===== config.mk =====
export PLATFORM = sky130hd
export DESIGN_NAME = tmr16_ctl
export DESIGN_NICKNAME = d
export VERILOG_FILES = /design/src/rtl/tmr16_pkg.sv /design/src/rtl/tmr16_sync_edge.sv /design/src/rtl/tmr16_ctrl_reg.sv /design/src/rtl/tmr16_count.sv /design/src/rtl/tmr16_ctl.sv
export SDC_FILE = /design/constraint.sdc
export NUM_CORES = 1
export LEC_CHECK = 0
export CAP_MARGIN = 40
export CORE_MARGIN = 5
export CORE_UTILIZATION = 50
export DETAILED_ROUTE_END_ITERATION = 8
export GPL_TIMING_DRIVEN = 0
export PLACE_DENSITY = 0.73
export SKIP_LAST_GASP = 1
export SLEW_MARGIN = 15
export SYNTH_ARGS = -nofsm -noshare
export SYNTH_HDL_FRONTEND = slang
export SYNTH_HIERARCHICAL = 1
export SYNTH_SLANG_ARGS = --single-unit

===== constraint.sdc =====
create_clock -name clk -period 2.65 [get_ports clk]
set_input_delay 0.53 -clock clk [delete_from_list [all_inputs] [get_ports clk]]
set_output_delay 0.53 -clock clk [all_outputs]
set_load 0.02 [all_outputs]

===== src/rtl/tmr16_pkg.sv =====
package tmr16_pkg;
   localparam int CB_OVF  = 7;
   localparam int CB_EXT  = 6;
   localparam int CB_RXS  = 5;
   localparam int CB_TXS  = 4;
   localparam int CB_EXEN = 3;
   localparam int CB_RUN  = 2;
   localparam int CB_CT   = 1;
   localparam int CB_CAP  = 0;
   localparam int CTL_W   = 8;
endpackage


===== src/rtl/tmr16_sync_edge.sv =====
module tmr16_sync_edge #(
   parameter int STAGES = 2,
   parameter bit IDLE   = 1'b1
) (
   input  logic clk,
   input  logic rst_n,
   input  logic pin,
   output logic fall
);
   generate
      if (STAGES < 2) begin : g_bad
         $error("tmr16_sync_edge: STAGES must be at least 2");
      end
   endgenerate

   logic [STAGES-1:0] sh_q;
   logic              prev_q;

   always_ff @(posedge clk or negedge rst_n) begin
      if (!rst_n) begin
         sh_q   <= {STAGES{IDLE}};
         prev_q <= IDLE;
      end else begin
         sh_q   <= {sh_q[STAGES-2:0], pin};
         prev_q <= sh_q[STAGES-1];
      end
   end

   assign fall = prev_q & ~sh_q[STAGES-1];
endmodule


===== src/rtl/tmr16_ctrl_reg.sv =====
module tmr16_ctrl_reg
   import tmr16_pkg::*;
(
   input  logic             clk,
   input  logic             rst_n,
   input  logic             wr,
   input  logic [CTL_W-1:0] wdata,
   input  logic             set_ovf,
   input  logic             set_ext,
   output logic [CTL_W-1:0] ctl
);
   // a hardware set in the same cycle as a software write wins, so no event is lost
   always_ff @(posedge clk or negedge rst_n) begin
      if (!rst_n) begin
         ctl <= '0;
      end else begin
         if (wr)      ctl         <= wdata;
         if (set_ovf) ctl[CB_OVF] <= 1'b1;
         if (set_ext) ctl[CB_EXT] <= 1'b1;
      end
   end
endmodule


===== src/rtl/tmr16_count.sv =====
module tmr16_count #(
   parameter int CNT_W = 16,
   localparam int BYTES = CNT_W / 8
) (
   input  logic             clk,
   input  logic             rst_n,
   input  logic             inc,
   input  logic             reload_on_ovf,
   input  logic             trig_cap,
   input  logic             trig_load,
   input  logic [BYTES-1:0] wr_cnt_b,
   input  logic [BYTES-1:0] wr_cap_b,
   input  logic [7:0]       wdata,
   output logic [CNT_W-1:0] cnt,
   output logic [CNT_W-1:0] cap,
   output logic             ovf
);
   logic [CNT_W-1:0] cnt_d, cap_d;

   assign ovf = inc & (&cnt);

   always_comb begin
      cnt_d = cnt;
      if (trig_load)
         cnt_d = cap;
      else if (ovf)
         cnt_d = reload_on_ovf ? cap : '0;
      else if (inc)
         cnt_d = cnt + 1'b1;
      cap_d = trig_cap ? cnt : cap;
      // software byte writes override hardware updates of the same register
      for (int b = 0; b < BYTES; b++) begin
         if (wr_cnt_b[b]) cnt_d[b*8 +: 8] = wdata;
         if (wr_cap_b[b]) cap_d[b*8 +: 8] = wdata;
      end
   end

   always_ff @(posedge clk or negedge rst_n) begin
      if (!rst_n) begin
         cnt <= '0;
         cap <= '0;
      end else begin
         cnt <= cnt_d;
         cap <= cap_d;
      end
   end
endmodule


===== src/rtl/tmr16_ctl.sv =====
module tmr16_ctl
   import tmr16_pkg::*;
#(
   parameter int CNT_W       = 16,
   parameter int SYNC_STAGES = 2,
   localparam int BYTES      = CNT_W / 8,
   localparam int SEL_W      = $clog2(2 * BYTES + 1)
) (
   input  logic             clk,
   input  logic             rst_n,
   input  logic             tick12,
   input  logic             tick1,
   input  logic             cnt_pin,
   input  logic             trig_pin,
   input  logic             wr_en,
   input  logic [SEL_W-1:0] wr_sel,
   input  logic [7:0]       wr_data,
   input  logic [SEL_W-1:0] rd_sel,
   output logic [7:0]       rd_data,
   output logic             ovf_pulse,
   output logic             irq
);
   generate
      if (CNT_W < 8 || (CNT_W % 8) != 0) begin : g_bad_w
         $error("tmr16_ctl: CNT_W must be a positive multiple of 8");
      end
   endgenerate

   logic [CTL_W-1:0] ctl_q;
   logic [CNT_W-1:0] cnt_q, cap_q;
   logic [BYTES-1:0] wr_cnt_b, wr_cap_b;
   logic cnt_fall, trig_fall, baud, step_src, inc, ovf, trig_ok, ctl_wr;

   tmr16_sync_edge #(.STAGES(SYNC_STAGES), .IDLE(1'b1)) u_cnt_edge (
      .clk(clk), .rst_n(rst_n), .pin(cnt_pin), .fall(cnt_fall));

   tmr16_sync_edge #(.STAGES(SYNC_STAGES), .IDLE(1'b1)) u_trig_edge (
      .clk(clk), .rst_n(rst_n), .pin(trig_pin), .fall(trig_fall));

   assign ctl_wr = wr_en && (wr_sel == '0);

   generate
      for (genvar b = 0; b < BYTES; b++) begin : g_wdec
         assign wr_cnt_b[b] = wr_en && (wr_sel == SEL_W'(1 + b));
         assign wr_cap_b[b] = wr_en && (wr_sel == SEL_W'(1 + BYTES + b));
      end
   endgenerate

   assign baud     = ctl_q[CB_RXS] | ctl_q[CB_TXS];
   assign step_src = ctl_q[CB_CT] ? cnt_fall : (baud ? tick1 : tick12);
   assign inc      = ctl_q[CB_RUN] & step_src;
   assign trig_ok  = trig_fall & ctl_q[CB_EXEN] & ~baud;

   tmr16_count #(.CNT_W(CNT_W)) u_count (
      .clk(clk), .rst_n(rst_n), .inc(inc),
      .reload_on_ovf(baud | ~ctl_q[CB_CAP]),
      .trig_cap(trig_ok & ctl_q[CB_CAP]),
      .trig_load(trig_ok & ~ctl_q[CB_CAP]),
      .wr_cnt_b(wr_cnt_b), .wr_cap_b(wr_cap_b), .wdata(wr_data),
      .cnt(cnt_q), .cap(cap_q), .ovf(ovf));

   tmr16_ctrl_reg u_ctrl (
      .clk(clk), .rst_n(rst_n), .wr(ctl_wr), .wdata(wr_data),
      .set_ovf(ovf & ~baud), .set_ext(trig_ok), .ctl(ctl_q));

   always_ff @(posedge clk or negedge rst_n) begin
      if (!rst_n) ovf_pulse <= 1'b0;
      else        ovf_pulse <= ovf;
   end

   assign irq = ctl_q[CB_OVF] | ctl_q[CB_EXT];

   always_comb begin
      rd_data = '0;
      if (rd_sel == '0) rd_data = ctl_q;
      for (int b = 0; b < BYTES; b++) begin
         if (rd_sel == SEL_W'(1 + b))         rd_data = cnt_q[b*8 +: 8];
         if (rd_sel == SEL_W'(1 + BYTES + b)) rd_data = cap_q[b*8 +: 8];
      end
   end
endmodule


==> results of run 1 <==
==> per-stage QoR <==
stage | power, W | setup TNS [ns] | setup slack (ns) | hold slack, ns
2_1_floorplan | 0.00199 | 0 | 0.565 | 0.234
3_3_place_gp | 0.00232 | -19.08 | -0.392 | 0.345
3_5_place_dp | 0.00237 | -7.17 | -0.377 | 0.348
4_1_cts | 0.00293 | 0 | 0.0152 | 0.230
5_1_grt | 0.00314 | -0.00526 | -0.00526 | 0.255
6_report | 0.00295 | 0 | 0.0621 | 0.214
==> layer usage <==
layer  part of all wire  up-vias  GRT usage
met5                  0        -          0
met4              0.044        0      0.110
met3              0.063       28     0.0334
met2               0.46      131      0.360
met1               0.44     1371      0.317
li1                   -     1338          -
==> final timing paths <==
path                       slack, ns               start                   to
max                             0.06           rd_sel[2]           rd_data[3]
max in group asynchronous       1.83               rst_n  u_trig_edge/sh_q[0]
max reg2reg                     0.20       u_ctrl/ctl[4]       u_count/cnt[0]
min reg2reg                     0.36  u_cnt_edge/sh_q[0]   u_cnt_edge/sh_q[1]
min in group clk                0.36  u_cnt_edge/sh_q[0]   u_cnt_edge/sh_q[1]
min                             0.21               rst_n       u_count/cap[4]
==> worst reg2reg max path: cells and delay by family, from the launching register on <==
kind	cells	cell delay, ns
buffers and inverters	2	0.41
multiplexers	1	0.32
AO/OA/AOI/OAI	2	0.51
AND/OR/NAND/NOR	3	0.66
flip-flops	1	0.44
==> cell families (layout without fill, tap and decap cells) <==
family                     after synthesis  count (layout)  share of synthesized area
AOI/OAI and AO/OA                       81              81                      0.167
xor gates and xnor gates                14              14                     0.0385
adders and majority gates                1               1                    0.00392
buffers and inverters                   30              73                     0.0514
DFF                                     47              47                      0.371
muxes                                   38              38                      0.136
and+or+nand+nor                        129             129                      0.232
==> what timing repair did <==
| action | 4_1_cts | 5_1_grt |
|---|---|---|
| resized for setup | 15 | 7 |
| hold endpoints to repair | 0 | 0 |
| setup buffers | 0 | 2 |
| pin swaps | 0 | 1 |
| endpoints found under the setup margin | 23 | 24 |
==> report_power, final <==
group          total (W)  leakage [nW]  switching (W)  internal (W)
registers        0.00126         0.567       0.000325      0.000930
clock network   0.000574        0.0618       0.000263      0.000311
logic            0.00112         0.882       0.000557      0.000563
total            0.00295          1.51        0.00114       0.00180
==> state kept, by name, indices dropped and copies added, names as in the netlist <==
name and flops:
u_count/cap 16, u_count/cnt 16, u_ctrl/ctl 8, u_cnt_edge/sh_q 2, u_trig_edge/sh_q 2, ovf_pulse 1, u_cnt_edge/prev_q 1, u_trig_edge/prev_q 1
==> placed cells by master (no fill, tap or decap), types with 9 or more instances in the layout <==
cell type        netlist  routed
nand4_1               11      11
nor2_1                19      17
dfrtp_1               41      41
clkdlybuf4s50_1        0      19
xnor2_1               11      11
o21ai_0               27      27
a21oi_1               19      19
nand2_1               44      44
dlygate4sd2_1          0       9
a221o_1               12      12
mux2i_1               25      25
==> cell type report <==
| cell class | count | share of cell area |
|---|---|---|
| Clock buffer | 6 | 0.0219 |
| Clock inverter | 2 | 0.0103 |
| Multi-Input combinational cell | 263 | 0.492 |
| Timing Repair Buffer | 35 | 0.0895 |
| Sequential cell | 47 | 0.315 |
| Tap cell | 77 | 0.0256 |
| Buffer | 22 | 0.0379 |
| Inverter | 8 | 0.00798 |
==> impl_metrics.env, run 1 <==
export IMPL_finClkSkew_ns=0.00671
export IMPL_hold_violations=0
export IMPL_ys_seq_area_frac=0.371
export IMPL_via_count=2868
export IMPL_path_buf_inv=2
export IMPL_drc=0
export IMPL_htreeDepth=2
export IMPL_synth_most_common_cell="nand2_1"
export IMPL_critPathTopFamily="buffers and inverters"
export IMPL_antenna_found_initial=0
export IMPL_p_leak_nw=1.51
export IMPL_tightest_slew_ns=0.669
export IMPL_drive_gt1_frac=0.172
export IMPL_seq_area_mm2=0.00118
export IMPL_cts_buffers=5
export IMPL_crit_path_start_kind="input port"
export IMPL_grt_usage=0.232
export IMPL_fin_util=0.599
export IMPL_coreArea_mm2=0.00628
export IMPL_endpoint_kind="primary output"
export IMPL_rsz0062_at_grt="yes"
export IMPL_wl_per_cell_um=20.2
export IMPL_multi_input_area_mm2=0.00185
export IMPL_syn_num_nets=362
export IMPL_clock_path_buffers=2
export IMPL_ys_warn_count=6
export IMPL_first_pass_iters=6
export IMPL_rows=29
export IMPL_final_cells=460
export IMPL_grt_pass1_vias=2908
export IMPL_worstSetupPathDepth=5
export IMPL_portBuffers=29
export IMPL_max_freq_mhz=386
export IMPL_min_path_type="in -> async"
export IMPL_ioPinCount=31
export IMPL_cts_sinks=47
export IMPL_cp_arrival_ns=2.06
export IMPL_cp_max_fo=7
export IMPL_cts_root_buffer="clkbuf_8"
export IMPL_peakVddDrop_mv=0.330
export IMPL_grt_max_degree=26
export IMPL_reg2reg_depth=8
export IMPL_path_clk_slew_ns=0.09
export IMPL_cp_slowest_cell="clkdlybuf4s50_1"
export IMPL_ys_ff_latch=47
export IMPL_die_w_um=89.9
export IMPL_areaGrowthSynthToFinish_pct=18.0
export IMPL_drt_wl_total_um=9280
export IMPL_place_area_mm2=0.00360
export IMPL_dp_cells=450
export IMPL_crit_type="in -> out"
export IMPL_cts_tree="done"
export IMPL_synth_area_leaders="dfrtp_1 (32%), mux2i_1 (7.8%), nand2_1 (5.2%)"
export IMPL_ctsHoldBuffers=0
export IMPL_grt_pass1_wl_um=15300
export IMPL_synth_ff_type="dfrtp_1"
export IMPL_drv_slew=0
export IMPL_fin_nets=404
export IMPL_diodes=0
export IMPL_netlist_top_cells_count="nand2_1 (44), dfrtp_1 (41), o21ai_0 (27), mux2i_1 (25)"
export IMPL_dr_first_iter_drc_count=210
export IMPL_synth_cells=340
export IMPL_finalWorstPathRequiredPeriod_ns=2.59
export IMPL_max_stage_delay_ns=0.47
export IMPL_outcome="finished, final reports clean"
export IMPL_stdcell_area_mm2=0.00376
export IMPL_cp_required_ns=2.12
export IMPL_start_util=0.508
export IMPL_via_per_inst=6.23
export IMPL_synth_avg_cell_area_um2=9.38
export IMPL_relSlewSlack=0.551
export IMPL_postSynth_asyncResetShare=1.00
export IMPL_die_area_mm2=0.00807
export IMPL_crit_chain="clkdlybuf4s50_1 -> or2b_2 -> nor2_1 -> a221o_1 -> dlygate4sd2_1"
export IMPL_synth_edf_count=0
export IMPL_ant_nets=0
export IMPL_gp_congestion=0.921
export IMPL_synth_top_area_share=0.322
export IMPL_maxCapViolCount=0
export IMPL_clkLatencyLatePin_ns=0.31
export IMPL_synth_top_area_cell="dfrtp_1"
export IMPL_grt_overflow=0
export IMPL_hpwl_um=6820
export IMPL_fillers=567
export IMPL_finalSetupViolations=0
export IMPL_power_density_mw_per_mm2=784
export IMPL_syn_cell_area_mm2=0.00319
export IMPL_die_height_um=89.9
export IMPL_synth_cell_type_count=52
export IMPL_final_period_utilization=0.977
(Power assumes the default switching activity.)
==> run 2: changes to the inputs <==
ABC_AREA = 1   (was not set)
==> run 2 against run 1 <==
Effect of this change: setup slack gained 0.083 ns; final area is 0.20% lower; global-route usage grew 1.4 points; sequential cell count unchanged; critical path type unchanged; critical endpoint is now rd_data[1]; largest power group unchanged.
==> impl_metrics.env, run 2 <==
export IMPL_outcome="finished, final reports clean"
export IMPL_netlist_top_cells_count="nand2_1 (160), inv_1 (56), nor2_1 (52), nand3_1 (48), dfrtp_1 (41)"
export IMPL_ys_ff_latch=47
export IMPL_die_area_mm2=0.00816
export IMPL_seq_power_share=0.460
export IMPL_synth_cell_type_count=32
export IMPL_synth_most_common_cell="nand2_1"
export IMPL_drc=0
export IMPL_synth_cells=479
export IMPL_fin_util=0.595
export IMPL_fillers=634
export IMPL_maxCapViolCount=0
export IMPL_cts_sinks=47
export IMPL_hold_violations=0
export IMPL_grt_pass1_wl_um=16100
export IMPL_clkLatencyLatePin_ns=0.31
export IMPL_top_regs="u_count/cap x16, u_count/cnt x16, u_ctrl/ctl x8"
export IMPL_postSynth_asyncResetShare=1.00
export IMPL_die_w_um=90.3
export IMPL_cts_buffers=5
export IMPL_tightest_slew_ns=0.731
export IMPL_cts_root_buffer="clkbuf_8"
export IMPL_syn_cell_area_mm2=0.00323
export IMPL_p_leak_nw=1.94
export IMPL_grt_overflow=0
export IMPL_clkPwrFrac=0.154
export IMPL_final_period_utilization=0.945
export IMPL_areaGrowthSynthToFinish_pct=16.4
export IMPL_synth_area_leaders="dfrtp_1 (32%), nand2_1 (19%), nand3_1 (7.4%)"
export IMPL_path_clk_slew_ns=0.09
export IMPL_yosys_area_share_simple=0.431
export IMPL_power_density_mw_per_mm2=729
export IMPL_crit_path_start_kind="input port"
export IMPL_grt_usage=0.246
export IMPL_rows=29
export IMPL_swShare=0.435
export IMPL_synth_avg_cell_area_um2=6.73
export IMPL_muxShareOfSynthArea=0
export IMPL_final_setup_tns_ns=0
export IMPL_start_util=0.511
export IMPL_synth_top_area_cell="dfrtp_1"
export IMPL_reg2reg_depth=11
export IMPL_first_pass_iters=5
export IMPL_final_cell_mix="nand2_1 (160), inv_1 (55), nor2_1 (52)"
export IMPL_cts_tree="done"
export IMPL_synth_ff_type="dfrtp_1"
export IMPL_syn_num_nets=501
export IMPL_synth_fa_ha_area_frac=0.00388
export IMPL_htreeDepth=2
export IMPL_ant_nets=0
export IMPL_power_share_combinational=0.386
export IMPL_portBuffers=30
export IMPL_use_met1=0.340
export IMPL_use_met3=0.0400
export IMPL_min_path_type="in -> async"
export IMPL_diodes=0
export IMPL_finalWorstPathRequiredPeriod_ns=2.50
export IMPL_path_buf_inv=3
export IMPL_gp_congestion=0.995
export IMPL_antenna_found_initial=0
export IMPL_busiest_layer="met2"
export IMPL_synth_edf_count=0
export IMPL_ys_warn_count=6
export IMPL_ys_seq_area_frac=0.367
export IMPL_drv_slew=0
export IMPL_via_count=3363
export IMPL_coreArea_mm2=0.00631
export IMPL_reg2reg_to="u_count/cnt[14]"
export IMPL_regToRegSetupSlack_ns=0.33
export IMPL_critPathTopFamily="buffers and inverters"
export IMPL_cp_max_fo=10
export IMPL_rsz0062_at_grt="no"
export IMPL_clock_path_buffers=2
export IMPL_relSlewSlack=0.509
export IMPL_p_int_w=0.00155
export IMPL_max_stage_delay_ns=0.51
export IMPL_die_height_um=90.3
export IMPL_crit_type="in -> out"
export IMPL_cp_arrival_ns=1.97
export IMPL_via_per_inst=5.64
export IMPL_synth_top_family_by_area="simple AND/OR/NAND/NOR gates"
export IMPL_endpoint_kind="primary output"
export IMPL_finClkSkew_ns=0.00926
export IMPL_crit_chain="clkdlybuf4s50_1 -> buf_2 -> o21ai_0 -> nand2_1 -> nand2_1 -> nand3_2 -> dlygate4sd2_1"
export IMPL_drt_wl_total_um=9870
export IMPL_dr_first_iter_drc_count=294
export IMPL_synth_top_area_share=0.318
export IMPL_met2_usage=0.369
export IMPL_synthXorXnorAreaFrac=0.0244
export IMPL_synth_compound_area_frac=0.0784
export IMPL_wl_per_cell_um=16.6
export IMPL_finalSetupViolations=0
export IMPL_r2r_start="u_ctrl/ctl[5]"
export IMPL_mostFrequentLayoutCell="nand2_1"
export IMPL_grt_max_degree=25
export IMPL_cp_slowest_cell="clkdlybuf4s50_1"
export IMPL_peakVddDrop_mv=0.463
export IMPL_cpMostUsedCell="nand2_1"
export IMPL_drive_gt1_frac=0.106
export IMPL_cp_required_ns=2.12
export IMPL_p_total_w=0.00274
export IMPL_ioPinCount=31
export IMPL_max_freq_mhz=399
export IMPL_hpwl_um=7360
export IMPL_p_switching_w=0.00119
export IMPL_grt_pass1_vias=3191
export IMPL_fin_nets=540
## run 2: cell count changes after synthesis, sizes merged, moves of 11 or more
cell | before | now
nand2 | 44 | 165
inv | 8 | 59
nand3 | 6 | 57
nor2 | 19 | 64
mux2i | 25 | 0
o21ai | 27 | 10
a21oi | 19 | 4
o22ai | 1 | 16
a221o | 12 | 0
mux2 | 12 | 0
a31oi | 1 | 12
xnor2 | 11 | 0
## run 2: logic make-up after synthesis
family,Yosys count
simple gates,306
fa+ha+maj,1
xor+xnor,9
flops,47
buf+inv,73
compound gates,43
## run 2: cell type report
class	count	area [um2]	area share
clock buffers	7	76.3	0.0203
clock inverters	1	5.00	0.00133
multi-input cells	359	1750	0.467
inverters	60	233	0.0620
flip-flops and latches	47	1180	0.315
repair buffers	32	332	0.0883
well taps	77	96.3	0.0257
plain buffers	13	76.3	0.0203
## run 2: worst max-delay path by stage
stage | from | to | slack (ns) | depth (start not counted)
finish | rd_sel[1] | rd_data[1] | 0.15 | 7
global route | rd_sel[1] | rd_data[7] | 0.00002 | 8
CTS | rd_sel[1] | rd_data[4] | 0.09 | 7
detailed placement | rd_sel[0] | rd_data[1] | -0.34 | 8
global placement | rd_sel[2] | rd_data[4] | -0.32 | 6
floorplan | tick1 | u_count/cnt[2] | 0.91 | 11
## run 2: power by group through the flow
stage	Sequential, W	Clock [W]	Combinational (W)
finish	0.00126	0.000421	0.00106
global route	0.00129	0.000472	0.00119
CTS	0.00125	0.000432	0.00104
detailed placement	0.00126	0	0.00105
global placement	0.00126	0	0.00102
floorplan	0.00115	0	0.000772
## run 2: repair_timing
item,4_1_cts,5_1_grt
gates cloned,0,0
buffers inserted,1,0
hold buffers,0,0
setup endpoints to repair,8,1
gates resized for setup,14,2
pin swaps,1,1
## run 2: metal layers
| layer | part of all wire | vias up | routed length, um |
|---|---|---|---|
| li1 | - | 1620 | - |
| met1 | 0.44 | 1550 | 4300 |
| met2 | 0.44 | 163 | 4330 |
| met3 | 0.080 | 30 | 792 |
| met4 | 0.045 | 0 | 446 |
| met5 | 0 | - | 0 |
## run 2: per-stage QoR
stage / std cells / setup WS [ns] / area (um2) / hold slack (ns)
after floorplan: 479 / 0.907 / 3230 / 0.234
after global placement: 586 / -0.317 / 3620 / 0.347
after detailed placement: 587 / -0.337 / 3640 / 0.348
after CTS: 596 / 0.0919 / 3750 / 0.244
after global routing: 596 / 0.0000218 / 3750 / 0.261
final: 596 / 0.145 / 3750 / 0.227
